<file path="config.mk">
export PLATFORM = sky130hd
export DESIGN_NAME = phase_tap_tracker
export DESIGN_NICKNAME = d
export VERILOG_FILES = /design/src/rtl/ptt_pkg.sv /design/src/rtl/ptt_guard.sv /design/src/rtl/ptt_cross_detect.sv /design/src/rtl/ptt_drift_filter.sv /design/src/rtl/phase_tap_tracker.sv
export SDC_FILE = /design/constraint.sdc
export NUM_CORES = 1
export LEC_CHECK = 0
export BUFFER_PORTS_ARGS = -buffer_cell sky130_fd_sc_hd__buf_2
export CORE_ASPECT_RATIO = 1.25
export CORE_MARGIN = 2
export CORE_UTILIZATION = 55
export DETAILED_ROUTE_END_ITERATION = 6
export PLACE_DENSITY = 0.82
export SYNTH_ARGS = -nofsm -noshare
export SYNTH_HDL_FRONTEND = slang
export SYNTH_SLANG_ARGS = --single-unit
</file>
<file path="constraint.sdc">
create_clock -name clk -period 5.97 [get_ports clk]
set_input_delay 0.597 -clock clk [delete_from_list [all_inputs] [get_ports clk]]
set_output_delay 0.597 -clock clk [all_outputs]
set_load 0.005 [all_outputs]
</file>
<file path="src/rtl/ptt_pkg.sv">
package ptt_pkg;

  typedef enum logic [1:0] {
    ST_IDLE   = 2'd0,
    ST_SEARCH = 2'd1,
    ST_TRACK  = 2'd2,
    ST_FAIL   = 2'd3
  } ptt_state_e;

  function automatic int min_i(input int a, input int b);
    return (a < b) ? a : b;
  endfunction

  function automatic int clamp_i(input int v, input int lo, input int hi);
    if (v < lo) return lo;
    if (v > hi) return hi;
    return v;
  endfunction

  // Crossing of the target between two samples in the requested direction.
  function automatic logic crossed(input int prev, input int cur,
                                   input int tgt, input logic neg);
    if (neg) return (prev > tgt) && (cur <= tgt);
    return (prev < tgt) && (cur >= tgt);
  endfunction

  function automatic logic dead_zone(input int err);
    return (err >= -1) && (err <= 1);
  endfunction

  // Raise the tap when phase is high on a falling slope or low on a rising one.
  function automatic logic want_raise(input logic phase_high, input logic neg);
    return phase_high == neg;
  endfunction

endpackage

</file>
<file path="src/rtl/ptt_guard.sv">
module ptt_guard #(
  parameter int TAP_MAX = 432,
  parameter int TAP_W   = 9
) (
  input  logic [TAP_W-1:0] lo_in,
  input  logic [TAP_W-1:0] hi_in,
  input  logic [TAP_W-1:0] start_in,
  output logic [TAP_W-1:0] lo_eff,
  output logic [TAP_W-1:0] hi_eff,
  output logic [TAP_W-1:0] start_eff,
  output logic [TAP_W-1:0] idle_tap
);
  import ptt_pkg::*;

  int hi_i, lo_i;

  always_comb begin
    hi_i      = min_i(int'(hi_in), TAP_MAX);
    lo_i      = min_i(int'(lo_in), hi_i);
    hi_eff    = TAP_W'(hi_i);
    lo_eff    = TAP_W'(lo_i);
    start_eff = TAP_W'(clamp_i(int'(start_in), lo_i, hi_i));
    idle_tap  = TAP_W'(min_i(int'(start_in), TAP_MAX));
  end

endmodule

</file>
<file path="src/rtl/ptt_cross_detect.sv">
module ptt_cross_detect #(
  parameter int PH_W = 5
) (
  input  logic            clk,
  input  logic            rst,
  input  logic            clear,
  input  logic            sample_en,
  input  logic [PH_W-1:0] phase,
  input  logic [PH_W-1:0] target,
  input  logic [PH_W-1:0] keepout,
  input  logic            slope_neg,
  output logic            hit
);
  import ptt_pkg::*;

  logic [PH_W-1:0] prev_q;
  logic            have_q;

  always_comb begin
    hit = sample_en && have_q && (phase > keepout) &&
          crossed(int'(prev_q), int'(phase), int'(target), slope_neg);
  end

  always_ff @(posedge clk) begin
    if (rst || clear) begin
      prev_q <= '0;
      have_q <= 1'b0;
    end else if (sample_en) begin
      prev_q <= phase;
      have_q <= 1'b1;
    end
  end

endmodule

</file>
<file path="src/rtl/ptt_drift_filter.sv">
module ptt_drift_filter #(
  parameter int PH_W  = 5,
  parameter int RUN_N = 4,
  parameter int CNT_W = $clog2(RUN_N + 1)
) (
  input  logic            clk,
  input  logic            rst,
  input  logic            clear,
  input  logic            sample_en,
  input  logic [PH_W-1:0] phase,
  input  logic [PH_W-1:0] target,
  input  logic            slope_neg,
  output logic            in_dead,
  output logic            step_up,
  output logic            step_dn
);
  import ptt_pkg::*;

  logic [CNT_W-1:0] run_q;
  logic             last_high_q;
  int               err;
  int               run_next;
  logic             phase_high;
  logic             fire;

  always_comb begin
    err        = int'(phase) - int'(target);
    in_dead    = dead_zone(err);
    phase_high = err > 0;
    run_next   = ((run_q != '0) && (phase_high == last_high_q)) ? int'(run_q) + 1 : 1;
    fire       = sample_en && !in_dead && (run_next >= RUN_N);
    step_up    = fire && want_raise(phase_high, slope_neg);
    step_dn    = fire && !want_raise(phase_high, slope_neg);
  end

  always_ff @(posedge clk) begin
    if (rst || clear) begin
      run_q       <= '0;
      last_high_q <= 1'b0;
    end else if (sample_en) begin
      if (in_dead || fire) run_q <= '0;
      else                 run_q <= CNT_W'(run_next);
      last_high_q <= phase_high;
    end
  end

endmodule

</file>
<file path="src/rtl/phase_tap_tracker.sv">
module phase_tap_tracker #(
  parameter int TAP_MAX = 432,
  parameter int TAP_W   = $clog2(TAP_MAX + 1),
  parameter int PH_W    = 5,
  parameter int RUN_N   = 4
) (
  input  logic             clk,
  input  logic             rst,
  input  logic             start,
  input  logic             phase_valid,
  input  logic [PH_W-1:0]  phase_meas,
  input  logic [PH_W-1:0]  cfg_target,
  input  logic             cfg_slope_neg,
  input  logic [PH_W-1:0]  cfg_keepout,
  input  logic [TAP_W-1:0] cfg_start_tap,
  input  logic [TAP_W-1:0] cfg_lo_guard,
  input  logic [TAP_W-1:0] cfg_hi_guard,
  output logic [TAP_W-1:0] tap,
  output logic             locked,
  output logic             error
);
  import ptt_pkg::*;

  localparam int CNT_W = $clog2(RUN_N + 1);

  ptt_state_e       state_q;
  logic [TAP_W-1:0] tap_q;
  logic [TAP_W-1:0] lo_eff, hi_eff, start_eff, idle_tap;

  // Named events, also used by the checker.
  logic start_acc, search_smp, track_smp, at_top;
  logic lock_evt, fail_evt, search_step;
  logic hit, in_dead, trk_up, trk_dn;

  ptt_guard #(.TAP_MAX(TAP_MAX), .TAP_W(TAP_W)) u_guard (
    .lo_in(cfg_lo_guard), .hi_in(cfg_hi_guard), .start_in(cfg_start_tap),
    .lo_eff(lo_eff), .hi_eff(hi_eff), .start_eff(start_eff), .idle_tap(idle_tap)
  );

  always_comb begin
    start_acc   = start && (state_q != ST_SEARCH);
    search_smp  = (state_q == ST_SEARCH) && phase_valid;
    track_smp   = (state_q == ST_TRACK) && phase_valid && !start;
    at_top      = int'(tap_q) >= int'(hi_eff);
    lock_evt    = search_smp && hit;
    fail_evt    = search_smp && !hit && at_top;
    search_step = search_smp && !hit && !at_top;
  end

  ptt_cross_detect #(.PH_W(PH_W)) u_cross (
    .clk(clk), .rst(rst), .clear(start_acc), .sample_en(search_smp),
    .phase(phase_meas), .target(cfg_target), .keepout(cfg_keepout),
    .slope_neg(cfg_slope_neg), .hit(hit)
  );

  ptt_drift_filter #(.PH_W(PH_W), .RUN_N(RUN_N), .CNT_W(CNT_W)) u_drift (
    .clk(clk), .rst(rst), .clear(start_acc), .sample_en(track_smp),
    .phase(phase_meas), .target(cfg_target), .slope_neg(cfg_slope_neg),
    .in_dead(in_dead), .step_up(trk_up), .step_dn(trk_dn)
  );

  always_ff @(posedge clk) begin
    if (rst) begin
      state_q <= ST_IDLE;
      tap_q   <= idle_tap;
    end else if (start_acc) begin
      state_q <= ST_SEARCH;
      tap_q   <= start_eff;
    end else begin
      case (state_q)
        ST_IDLE:   tap_q <= idle_tap;
        ST_SEARCH: begin
          if (lock_evt)         state_q <= ST_TRACK;
          else if (fail_evt)    state_q <= ST_FAIL;
          else if (search_step) tap_q   <= tap_q + 1'b1;
        end
        ST_TRACK: begin
          if (trk_up && (int'(tap_q) < int'(hi_eff)))      tap_q <= tap_q + 1'b1;
          else if (trk_dn && (int'(tap_q) > int'(lo_eff))) tap_q <= tap_q - 1'b1;
        end
        default:   tap_q <= tap_q;
      endcase
    end
  end

  assign tap    = tap_q;
  assign locked = (state_q == ST_TRACK);
  assign error  = (state_q == ST_FAIL);

endmodule

</file>
==> impl_metrics.ini <==
[sta]
period_share_pct = 86.3
holdWs_ns = 0.463
maxSlewViolCount = 0
hold_viol = 0
setup_tns_ns = 0
final.setup_skew_ns = 0.00390
min_period_ns = 5.15
setup_ws_ns = 0.820
maxSlewHeadroom_pct = 46.5
finalSetupViolCount = 0
rsz0062_at_grt = no
max_freq_mhz = 194
tightest_slew_ns = 0.797

[power_and_ir_drop]
p_leak_nw = 1.79
p_per_area_nw_per_um2 = 185
vdd_drop_max_v = 0.0000985

[floorplan]
dieHeight_um = 95.0
num_rows = 33
pin_count = 58
core_area_um2 = 6480
dieArea_um2 = 7290
die_w_um = 76.8
initial_utilization_pct = 56.2

[final_layout]
syn_to_final_growth_pct = 10.7
drive_gt1_share_pct = 17.8
stdcell_count = 587
stdcell_area_um2 = 4030
antennaDiodeCount = 0
fin_nets = 610
fillers = 578

[place]
place_ws_ns = 0.613
place_area_um2 = 3990
dpl.hpwl_mm = 8.67
numPortBuffers = 57
routabilityCongestion = 1.04
dp_cells = 583

[cts]
cts_buffers = 3
cts_sinks = 21
htreeDepth = 1
worstSkewPairLatency_ns = 0.27
clock-root-buffer = clkbuf_8
clk_pin_slew_ns = 0.08
cts_resized = 0
cts_hold_buf = 0
post_cts_buffers = 0
cts_tree = done
clockBufferDepth = 2

[setup_path]
required_ns = 6.08
crit_path_start_kind = input port
endpoint_kind = flop
crit_type = in2reg
cp_slowest_cell = o21bai_2
worstPathMaxFanout = 11
cp_cell_sequence = buf_2 -> nand2_1 -> or2_2 -> and2_1 -> inv_1 -> ha_1 -> o21ai_1 -> a2111oi_4 -> a21oi_2 -> o21bai_2 -> mux2i_1 -> ha_1 -> nor2_1 -> nand4b_1 -> o211ai_1 -> maj3_2 -> o211ai_2 -> a31o_4 -> mux2_1 -> a211oi_1
max_stage_delay_ns = 0.49
timing.critical_path.mode_cell = ha_1
cp_data_arrival_time_ns = 5.26

[logic_synthesis]
synth_area_um2 = 3640
syn_inst = 450
synth.distinct_cells = 70
ys_ff_latch = 21
synth_flop_cell = dfxtp_1
avgSynthCellArea_um2 = 8.09
ys_seq_area_share_pct = 14.0
async_flop_share_pct = 0
syn-num-nets = 559
synth-edff-count = 9
ys_warn_count = 0

[route]
drt-total-wl_mm = 10.5
final_antenna_net_count = 0
first_pass_iters = 5
remaining_drc_errors = 0
via_per_inst = 6.37
vias = 3740
wl_per_cell_um = 17.9
first_iter_violations = 235

[worst_hold_path]
hp-class = reg2reg

[grt]
track_usage_pct = 28.7
antenna_found_initial = 0
grt_pass1_vias = 3663
grt_max_degree = 14
grt-ovfl-total = 0
grt_first_pass_wirelength_mm = 16.9

[run]
cap_viol_max_count = 0

[outcome]
outcome = completed
[stage by stage]
stage	utilization, %	power [W]
global placement	61.5	0.000617
finish	62.2	0.000747
CTS	62.2	0.000736
detailed placement	61.5	0.000636
global route	62.2	0.000794
floorplan	-	0.000513
[where the power goes]
part	internal [W]	switching [W]	leakage, nW	total, W
Sequential	0.000172	0.0000446	0.192	0.000217
Clock	0.0000477	0.0000550	0.0260	0.000103
Combinational	0.000189	0.000239	1.57	0.000427
Total	0.000409	0.000338	1.79	0.000747
[registers in the layout, summed over array words and instances, names as in the netlist]
register             count
tap                      9
u_cross.prev_q           5
u_drift.run_q            3
state_q                  2
u_cross.have_q           1
u_drift.last_high_q      1
[placed cells by master, fill, tap and decap left out, types with 4 or more instances in the layout]
cell type,Yosys,final
nor2_1,33,33
o211ai_1,4,4
a21o_1,5,5
o21a_1,6,6
and2_1,8,8
nand4_1,8,8
xor2_1,6,6
o21ai_0,15,15
edfxtp_1,9,9
o21ai_1,6,6
o22ai_1,5,5
ha_1,61,61
nor2b_1,10,10
nand2_1,41,41
a21oi_1,27,27
mux2_2,5,5
dfxtp_1,12,12
nand3_1,10,10
mux2i_1,21,21
xnor2_1,14,14
buf_2,0,57
and3_1,7,7
inv_1,31,31
nor3_1,9,9
a221oi_1,4,4
nand2b_1,11,11
[cell type report]
class / instances / area (µm²) / share of cell area (%)
clock buffers: 3 / 41.3 / 1.02
repair buffers: 60 / 308 / 7.63
well taps: 87 / 109 / 2.70
flip-flops and latches: 21 / 510 / 12.7
multi-input cells: 384 / 2940 / 72.9
clock inverters: 1 / 6.26 / 0.155
inverters: 31 / 116 / 2.89
[path summary, 6_finish.rpt]
check	cells after the start	endpoint	startpoint	slack [ns]
max reg2reg	11	tap[8]	tap[7]	2.52
min reg2reg	2	u_cross.prev_q[3]	u_cross.prev_q[3]	0.46
min	2	u_cross.prev_q[3]	u_cross.prev_q[3]	0.46
max	20	tap[3]	cfg_hi_guard[8]	0.82
[kinds of logic (layout without fill, tap and decap cells)]
group | count (synthesis) | count (layout) | synth area share [%]
multiplexers | 32 | 32 | 9.45
buffers and inverters | 45 | 95 | 5.39
AO/OA/AOI/OAI | 110 | 110 | 22.0
AND/OR/NAND/NOR | 158 | 158 | 22.3
flip-flops | 21 | 21 | 14.0
adder cells (fa/ha/maj) | 64 | 64 | 22.1
XOR/XNOR | 20 | 20 | 4.81
[layer usage]
metal / up-vias / global-route usage, % / wire (µm)
met3: 57 / 2.58 / 624
met1: 1727 / 30.0 / 3920
li1: 1768 / - / -
met4: 0 / 16.1 / 561
met2: 188 / 56.1 / 5430
met5: - / 0 / 0
[cell usage after synthesis, drive strengths merged, types with 3 or more instances]
master | number | area, µm²
nand4 | 8 | 50.1
and3 | 7 | 43.8
a21oi | 29 | 153
nor3b | 3 | 22.5
nor3 | 9 | 45.0
nand2 | 41 | 154
o22ai | 5 | 31.3
nor4b | 4 | 35.0
or2 | 3 | 18.8
a211oi | 3 | 22.5
nand2b | 11 | 68.8
o21a | 6 | 45.0
xor2 | 6 | 52.6
o211ai | 6 | 55.1
a31oi | 3 | 18.8
nand3 | 11 | 60.1
dfxtp | 12 | 240
inv | 31 | 116
and2 | 8 | 50.1
nor2b | 10 | 62.6
nor4 | 3 | 18.8
o21ai | 21 | 105
a21o | 5 | 37.5
o21bai | 4 | 33.8
buf | 5 | 46.3
clkbuf | 9 | 33.8
mux2 | 10 | 120
mux2i | 22 | 224
nor2 | 33 | 124
edfxtp | 9 | 270
xnor2 | 14 | 123
ha | 61 | 763
a31o | 3 | 35.0
a221oi | 4 | 35.0
[critical path: cells and delay by family]
family                     cells  cell delay [ns]
AOI/OAI and AO/OA              8             1.97
adders and majority gates      3             0.81
buffers and inverters          2             0.25
muxes                          2             0.79
and+or+nand+nor                5             0.84
No activity file was read; power rests on OpenSTA's default activity.
